==> config.mk <==
export PLATFORM = sky130hd
export DESIGN_NAME = tx_mode_ctrl
export DESIGN_NICKNAME = d
export VERILOG_FILES = /design/src/rtl/tx_mode_pkg.sv /design/src/rtl/tx_cmd_decode.sv /design/src/rtl/tx_mode_fsm.sv /design/src/rtl/tx_status_flags.sv /design/src/rtl/tx_mode_ctrl.sv
export SDC_FILE = /design/constraint.sdc
export NUM_CORES = 1
export LEC_CHECK = 0
export CORE_UTILIZATION = 40
export CTS_CLUSTER_SIZE = 24
export DETAILED_ROUTE_END_ITERATION = 7
export PLACE_DENSITY_LB_ADDON = 0.2
export SETUP_SLACK_MARGIN = 0.1
export SLEW_MARGIN = 15
export SYNTH_ARGS = -nofsm -noshare
export SYNTH_HDL_FRONTEND = slang
export SYNTH_HIERARCHICAL = 1
export SYNTH_SLANG_ARGS = --single-unit
==> constraint.sdc <==
create_clock -name clk_i -period 1.97 [get_ports clk_i]
set_input_delay 0.197 -clock clk_i [delete_from_list [all_inputs] [get_ports clk_i]]
set_output_delay 0.197 -clock clk_i [all_outputs]
set_load 0.005 [all_outputs]
==> src/rtl/tx_mode_pkg.sv <==
package tx_mode_pkg;
  typedef enum logic [1:0] {
    MODE_PD   = 2'd0,
    MODE_OSC  = 2'd1,
    MODE_STBY = 2'd2,
    MODE_TX   = 2'd3
  } mode_e;

  localparam int CHAN_W = 2;

  typedef struct packed {
    logic [CHAN_W-1:0] chan;
    logic              set_sel;
    logic              manch;
    logic              stop_on_fall;
    logic              sync;
  } cmd_t;

  localparam int CMD_FIELD_W = $bits(cmd_t);
endpackage

==> src/rtl/tx_cmd_decode.sv <==
module tx_cmd_decode
  import tx_mode_pkg::*;
#(
  parameter int CMD_W = 8
) (
  input  logic [CMD_W-1:0] cmd_i,
  output cmd_t             fields_o,
  output logic             ok_o
);
  localparam int RSV_W = CMD_W - CMD_FIELD_W;

  assign fields_o = cmd_t'(cmd_i[CMD_FIELD_W-1:0]);

  logic rsv_clean;
  generate
    if (RSV_W > 0) begin : g_rsv
      assign rsv_clean = (cmd_i[CMD_W-1:CMD_FIELD_W] == '0);
    end else begin : g_no_rsv
      assign rsv_clean = 1'b1;
    end
  endgenerate

  // Manchester coding is only legal with synchronous transmission
  assign ok_o = rsv_clean && !(fields_o.manch && !fields_o.sync);
endmodule

==> src/rtl/tx_mode_fsm.sv <==
module tx_mode_fsm
  import tx_mode_pkg::*;
(
  input  logic  clk_i,
  input  logic  rst_ni,
  input  logic  en_i,
  input  logic  pll_en_i,
  input  logic  osc_ready_i,
  input  logic  settle_done_i,
  input  logic  go_i,
  input  cmd_t  fields_i,
  output mode_e mode_o,
  output logic  enter_tx_o,
  output logic  settled_o,
  output cmd_t  cmd_o
);
  mode_e mode_q, mode_d;
  logic  en_q, settled_q;
  cmd_t  cmd_q;
  logic  en_rise, en_fall;

  assign en_rise = en_i && !en_q;
  assign en_fall = !en_i && en_q;

  always_comb begin
    mode_d     = mode_q;
    enter_tx_o = 1'b0;
    unique case (mode_q)
      MODE_PD:   if (en_rise) mode_d = MODE_OSC;
      MODE_OSC: begin
        if (!en_i) mode_d = MODE_PD;
        else if (osc_ready_i && pll_en_i) mode_d = MODE_STBY;
      end
      MODE_STBY: begin
        if (!en_i) mode_d = MODE_PD;
        else if (!pll_en_i) mode_d = MODE_OSC;
        else if (go_i) begin
          mode_d     = MODE_TX;
          enter_tx_o = 1'b1;
        end
      end
      MODE_TX:   if (en_fall && cmd_q.stop_on_fall) mode_d = MODE_STBY;
      default:   mode_d = MODE_PD;
    endcase
  end

  always_ff @(posedge clk_i or negedge rst_ni) begin
    if (!rst_ni) begin
      mode_q    <= MODE_PD;
      en_q      <= 1'b0;
      settled_q <= 1'b0;
      cmd_q     <= '0;
    end else begin
      mode_q <= mode_d;
      en_q   <= en_i;
      if (enter_tx_o) begin
        settled_q <= 1'b0;
        cmd_q     <= fields_i;
      end else if (mode_q == MODE_TX && settle_done_i) begin
        settled_q <= 1'b1;
      end
    end
  end

  assign mode_o    = mode_q;
  assign settled_o = settled_q;
  assign cmd_o     = cmd_q;
endmodule

==> src/rtl/tx_status_flags.sv <==
module tx_status_flags
  import tx_mode_pkg::*;
#(
  parameter int CNT_W = 4
) (
  input  logic             clk_i,
  input  logic             rst_ni,
  input  mode_e            mode_i,
  input  logic             enter_tx_i,
  input  logic             clr_i,
  input  logic             lol_i,
  input  logic             vco_err_i,
  input  logic             uv_i,
  input  logic             osc_amp_ok_i,
  output logic [2:0]       err_o,
  output logic             amp_ok_o,
  output logic [CNT_W-1:0] count_o
);
  localparam int N_ERR = 3;

  logic [N_ERR-1:0] err_q, err_in;
  logic             awake;

  assign err_in = {uv_i, vco_err_i, lol_i};
  assign awake  = (mode_i != MODE_PD);

  for (genvar i = 0; i < N_ERR; i++) begin : g_flag
    always_ff @(posedge clk_i or negedge rst_ni) begin
      if (!rst_ni)                    err_q[i] <= 1'b0;
      else if (i == 2 && !awake)      err_q[i] <= 1'b0;  // power-down clears undervoltage
      else if (awake && err_in[i])    err_q[i] <= 1'b1;
      else if (clr_i)                 err_q[i] <= 1'b0;
    end
  end

  always_ff @(posedge clk_i or negedge rst_ni) begin
    if (!rst_ni) begin
      amp_ok_o <= 1'b0;
      count_o  <= '0;
    end else begin
      amp_ok_o <= osc_amp_ok_i;
      if (enter_tx_i) count_o <= count_o + 1'b1;
    end
  end

  assign err_o = err_q;
endmodule

==> src/rtl/tx_mode_ctrl.sv <==
module tx_mode_ctrl
  import tx_mode_pkg::*;
#(
  parameter int CMD_W = 8,
  parameter int CNT_W = 4
) (
  input  logic             clk_i,
  input  logic             rst_ni,
  input  logic             en_i,
  input  logic             pll_en_i,
  input  logic             osc_ready_i,
  input  logic             settle_done_i,
  input  logic             cmd_valid_i,
  input  logic [CMD_W-1:0] cmd_i,
  input  logic             fs_disable_i,
  input  logic             clr_i,
  input  logic             lol_i,
  input  logic             vco_err_i,
  input  logic             uv_i,
  input  logic             osc_amp_ok_i,
  output logic [1:0]       mode_o,
  output logic             pa_en_o,
  output logic [CHAN_W-1:0] chan_o,
  output logic             mod_set_o,
  output logic             sync_o,
  output logic             manch_o,
  output logic             stop_on_fall_o,
  output logic [3:0]       status_o,
  output logic [CNT_W-1:0] tx_count_o
);
  cmd_t       fields, cmd_q;
  logic       cmd_ok, enter_tx, settled, amp_ok;
  mode_e      mode;
  logic [2:0] err;

  tx_cmd_decode #(.CMD_W(CMD_W)) u_dec (
    .cmd_i    (cmd_i),
    .fields_o (fields),
    .ok_o     (cmd_ok)
  );

  tx_mode_fsm u_fsm (
    .clk_i         (clk_i),
    .rst_ni        (rst_ni),
    .en_i          (en_i),
    .pll_en_i      (pll_en_i),
    .osc_ready_i   (osc_ready_i),
    .settle_done_i (settle_done_i),
    .go_i          (cmd_valid_i && cmd_ok),
    .fields_i      (fields),
    .mode_o        (mode),
    .enter_tx_o    (enter_tx),
    .settled_o     (settled),
    .cmd_o         (cmd_q)
  );

  tx_status_flags #(.CNT_W(CNT_W)) u_flags (
    .clk_i        (clk_i),
    .rst_ni       (rst_ni),
    .mode_i       (mode),
    .enter_tx_i   (enter_tx),
    .clr_i        (clr_i),
    .lol_i        (lol_i),
    .vco_err_i    (vco_err_i),
    .uv_i         (uv_i),
    .osc_amp_ok_i (osc_amp_ok_i),
    .err_o        (err),
    .amp_ok_o     (amp_ok),
    .count_o      (tx_count_o)
  );

  assign mode_o         = mode;
  assign pa_en_o        = (mode == MODE_TX) && settled && (fs_disable_i || (err == '0));
  assign chan_o         = cmd_q.chan;
  assign mod_set_o      = cmd_q.set_sel;
  assign sync_o         = cmd_q.sync;
  assign manch_o        = cmd_q.manch;
  assign stop_on_fall_o = cmd_q.stop_on_fall;
  assign status_o       = {amp_ok, err};
endmodule

==> run_summary.xml <==
<?xml version="1.0" encoding="UTF-8"?>
<metrics>
  <group name="global_routing">
    <metric name="overflow" unit="">0</metric>
    <metric name="grt_pass1_vias" unit="">577</metric>
    <metric name="grt_max_degree" unit="">12</metric>
    <metric name="track_usage" unit="">0.157</metric>
    <metric name="antenna_found_initial" unit="">0</metric>
    <metric name="global_route_wire_length_before_repair" unit="mm">2.42</metric>
  </group>
  <group name="critical_path">
    <metric name="worst_setup_path_end_kind" unit="">output port</metric>
    <metric name="arrival" unit="ns">1.55</metric>
    <metric name="critical_path_cell_by_cell" unit="">nor3_1 -&gt; o2111a_1 -&gt; clkdlybuf4s50_1</metric>
    <metric name="rr_endpoint" unit="">u_flags/count_o[1]</metric>
    <metric name="crit_path_start_kind" unit="">register</metric>
    <metric name="timing.critical_path.fanout_max" unit="">3</metric>
    <metric name="worst-endpoint-required" unit="ns">1.77</metric>
    <metric name="worstPathBufferInverterCount" unit="">1</metric>
    <metric name="path_delay_family" unit="">buffers and inverters</metric>
    <metric name="r2r-start" unit="">u_fsm/mode_o[1]</metric>
    <metric name="reg2reg_setup_slack" unit="ns">0.44</metric>
    <metric name="critical-path-max-stage-delay" unit="ns">0.49</metric>
    <metric name="type_of_the_worst_setup_path" unit="">reg -&gt; out</metric>
    <metric name="critical-path-slowest-cell" unit="">sky130_fd_sc_hd__clkdlybuf4s50_1</metric>
    <metric name="worst_r2r_path_depth" unit="">4</metric>
  </group>
  <group name="clock_network">
    <metric name="clockRootBuffer" unit="">sky130_fd_sc_hd__clkbuf_4</metric>
    <metric name="cts_max_path_buffers" unit="">2</metric>
    <metric name="cts-buffers-inserted" unit="">3</metric>
    <metric name="ctsHtreeMaxLevel" unit="">1</metric>
    <metric name="cts.sink_count" unit="">18</metric>
    <metric name="tritoncts" unit="">yes</metric>
    <metric name="path_clk_slew" unit="ns">0.10</metric>
    <metric name="insertion_delay_of_the_later_clocked_pin_in_the_worst_skew_pair" unit="ns">0.29</metric>
    <metric name="cts.hold.buffers_added" unit="">0</metric>
  </group>
  <group name="yosys">
    <metric name="postSynth.asyncResetShare" unit="">1.00</metric>
    <metric name="synth.ff_latch_count" unit="">18</metric>
    <metric name="synth_simple_gate_area_frac" unit="">0.105</metric>
    <metric name="post_synth_fa_ha_maj_area_fraction" unit="">0.0152</metric>
    <metric name="synth_seq_area_share" unit="">0.545</metric>
    <metric name="avg_inst_size_synth" unit="sq um">12.0</metric>
    <metric name="synthFlopType" unit="">sky130_fd_sc_hd__dfrtp_1</metric>
    <metric name="yosys.cell_types.count" unit="">24</metric>
    <metric name="synthesis.area" unit="sq um">826</metric>
    <metric name="synthesis.nets" unit="">91</metric>
    <metric name="main_combinational_cell_family_by_area_after_synthesis" unit="">compound AO/OA/AOI/OAI gates</metric>
    <metric name="synthXorXnorAreaFrac" unit="">0.0318</metric>
    <metric name="cells_after_synthesis" unit="">69</metric>
    <metric name="synth-compound-area-share" unit="">0.117</metric>
    <metric name="synth_warnings" unit="">6</metric>
    <metric name="mux_cell_area_share_after_synthesis" unit="">0.0955</metric>
    <metric name="synth_enable_flop_cells" unit="">0</metric>
  </group>
  <group name="floorplan">
    <metric name="core_area" unit="sq mm">0.00194</metric>
    <metric name="die-width" unit="microns">47.4</metric>
    <metric name="pin_count" unit="">38</metric>
    <metric name="fp.dieArea" unit="sq mm">0.00225</metric>
    <metric name="placement_rows" unit="">16</metric>
    <metric name="initial_core_util" unit="">0.425</metric>
    <metric name="fp.dieH" unit="microns">47.4</metric>
  </group>
  <group name="route">
    <metric name="drt-vias-per-instance" unit="">4.68</metric>
    <metric name="ant_nets" unit="">0</metric>
    <metric name="dr.pass1.iters" unit="">3</metric>
    <metric name="routed-via-count" unit="">623</metric>
    <metric name="detail_route.drc_violations" unit="">0</metric>
    <metric name="drt-total-wl" unit="mm">1.64</metric>
    <metric name="drt-initial-drc-count" unit="">2</metric>
    <metric name="post_drt_wl_per_cell" unit="microns">12.3</metric>
  </group>
  <group name="timing">
    <metric name="drv_slew" unit="">0</metric>
    <metric name="worst_margin_slew" unit="ns">0.438</metric>
    <metric name="clock_skew" unit="ns">0.00378</metric>
    <metric name="fin_crit_sh" unit="">0.885</metric>
    <metric name="final-setup-viol-count" unit="">0</metric>
    <metric name="hold_ws" unit="ns">0.207</metric>
    <metric name="final_worst_path_period_need" unit="ns">1.74</metric>
    <metric name="totalNegativeSetupSlack" unit="ns">0</metric>
    <metric name="maxClockFrequency" unit="MHz">573</metric>
    <metric name="final_hold_viol_count" unit="">0</metric>
    <metric name="setup_slack" unit="ns">0.226</metric>
    <metric name="grt_setup_unrepaired" unit="">false</metric>
    <metric name="timing.slew.headroom" unit="">0.707</metric>
  </group>
  <group name="run">
    <metric name="drv.max_cap_violation_count" unit="">0</metric>
  </group>
  <group name="power_and_ir_drop">
    <metric name="power_per_cell_area" unit="mW/mm^2">902</metric>
    <metric name="net-switching-power" unit="W">0.000323</metric>
    <metric name="share_comb_of_total_power" unit="">0.313</metric>
    <metric name="power.total" unit="W">0.00113</metric>
    <metric name="power_report.internal_total" unit="W">0.000805</metric>
    <metric name="swShare" unit="">0.286</metric>
    <metric name="power_frac_seq" unit="">0.489</metric>
    <metric name="vdd_ir_drop_max" unit="mV">0.467</metric>
    <metric name="power.static_leakage" unit="nW">0.551</metric>
    <metric name="pwr-share-clk" unit="">0.198</metric>
  </group>
  <group name="final_layout">
    <metric name="diodes" unit="">0</metric>
    <metric name="finalNetCount" unit="">129</metric>
    <metric name="area_growth_syn_to_layout" unit="%">51.4</metric>
    <metric name="share_of_cells_above_drive_strength_1" unit="">0.179</metric>
    <metric name="layout.core_utilization" unit="">0.644</metric>
    <metric name="fillerInstances" unit="">175</metric>
  </group>
  <group name="placed_design">
    <metric name="place.port_buffers" unit="">37</metric>
    <metric name="dp.final_hpwl" unit="mm">1.24</metric>
    <metric name="preCtsSetupSlack" unit="ns">0.0581</metric>
    <metric name="gpl.final_weighted_congestion" unit="">0.663</metric>
  </group>
  <group name="outcome">
    <metric name="status" unit="">completed</metric>
  </group>
  <group name="hold_path">
    <metric name="hold_path_class" unit="">in -&gt; async</metric>
  </group>
</metrics>
## registers in the layout, summed over array words and instances (netlist names)
signal and flops:
u_flags/amp_ok_o 1, u_flags/count_o 4, u_flags/err_o 3, u_fsm/cmd_o 6, u_fsm/en_q 1, u_fsm/mode_o 2, u_fsm/settled_o 1
## metal layers
layer / routed length, microns / GRT usage
met5: 0 / 0
met1: 713 / 0.196
met4: 0 / 0.0857
met3: 106 / 0.0226
met2: 817 / 0.263
## power by group through the flow
stage,logic [W],registers [W],clock network [W]
2_1_floorplan,0.000144,0.000539,0
3_3_place_gp,0.000350,0.000554,0
5_1_grt,0.000388,0.000563,0.000244
6_report,0.000353,0.000551,0.000223
4_1_cts,0.000360,0.000550,0.000233
3_5_place_dp,0.000357,0.000556,0
## cells in the final DEF (no fill, tap or decap)
master	Yosys	routed
sky130_fd_sc_hd__nor3b_4	1	1
sky130_fd_sc_hd__nor3_1	1	1
sky130_fd_sc_hd__buf_12	0	1
sky130_fd_sc_hd__ha_1	1	1
sky130_fd_sc_hd__xor2_1	1	1
sky130_fd_sc_hd__nand3_2	1	1
sky130_fd_sc_hd__a32oi_1	1	1
sky130_fd_sc_hd__xnor2_1	2	2
sky130_fd_sc_hd__o22a_1	1	1
sky130_fd_sc_hd__mux2_2	7	7
sky130_fd_sc_hd__dfrtp_2	0	1
sky130_fd_sc_hd__o2111a_1	1	1
sky130_fd_sc_hd__clkdlybuf4s50_1	0	37
sky130_fd_sc_hd__nor3b_1	1	1
sky130_fd_sc_hd__nor2_1	3	3
sky130_fd_sc_hd__and2_1	1	1
sky130_fd_sc_hd__nor2b_1	1	1
sky130_fd_sc_hd__a31oi_1	2	2
sky130_fd_sc_hd__buf_4	8	3
sky130_fd_sc_hd__a22oi_1	1	1
sky130_fd_sc_hd__inv_1	4	4
sky130_fd_sc_hd__nand4_1	1	1
sky130_fd_sc_hd__o21ai_0	6	6
sky130_fd_sc_hd__clkbuf_8	0	1
sky130_fd_sc_hd__nand2_1	4	4
sky130_fd_sc_hd__clkbuf_4	0	3
sky130_fd_sc_hd__a211oi_2	1	1
sky130_fd_sc_hd__a21oi_1	1	1
sky130_fd_sc_hd__dfrtp_1	18	17
## cells by family (layout without fill, tap and decap cells)
group | Yosys count | after routing
flops | 18 | 18
compound gates | 14 | 14
simple gates | 14 | 14
buf+inv | 12 | 49
mux | 7 | 7
xor+xnor | 3 | 3
fa+ha+maj | 1 | 1
## cells in the mapped netlist, drive strengths merged, types with 2 or more instances
| master | number | area share |
|---|---|---|
| a31oi | 2 | 0.015 |
| buf | 8 | 0.073 |
| dfrtp | 18 | 0.55 |
| inv | 4 | 0.018 |
| mux2 | 7 | 0.095 |
| nand2 | 4 | 0.018 |
| nor2 | 3 | 0.014 |
| nor3b | 2 | 0.032 |
| o21ai | 6 | 0.036 |
| xnor2 | 2 | 0.021 |
## what timing repair did
| action | in CTS | in global routing |
|---|---|---|
| buffers inserted | 0 | 0 |
| gates resized for setup | 0 | 1 |
| setup endpoints to repair | 0 | 1 |
## worst max-delay path by stage
| stage | startpoint | endpoint | slack [ns] | cells after the start |
|---|---|---|---|---|
| 3_3_place_gp | cmd_i[0] | u_fsm/cmd_o[3] | 0.09 | 7 |
| 3_5_place_dp | cmd_i[0] | u_flags/count_o[1] | 0.06 | 7 |
| 4_1_cts | u_fsm/mode_o[0] | pa_en_o | 0.15 | 2 |
| 6_report | u_flags/err_o[1] | pa_en_o | 0.23 | 3 |
| 5_1_grt | u_flags/err_o[1] | pa_en_o | 0.13 | 3 |
| 2_1_floorplan | u_fsm/mode_o[1] | u_flags/count_o[1] | 0.42 | 4 |
## cell type report
class	count	area, sq um	area share
Clock buffer	4	36.3	0.0290
Inverter	4	15.0	0.0120
Multi-Input combinational cell	39	300	0.240
Sequential cell	18	452	0.361
Tap cell	27	33.8	0.0270
Timing Repair Buffer	41	413	0.330
## through the flow
step	cells	instance area [sq um]
after floorplan	69	826
after global placement	129	1210
after detailed placement	129	1210
after CTS	133	1250
after global routing	133	1250
final	133	1250
Note: power is estimated with default switching activity, not from simulation.
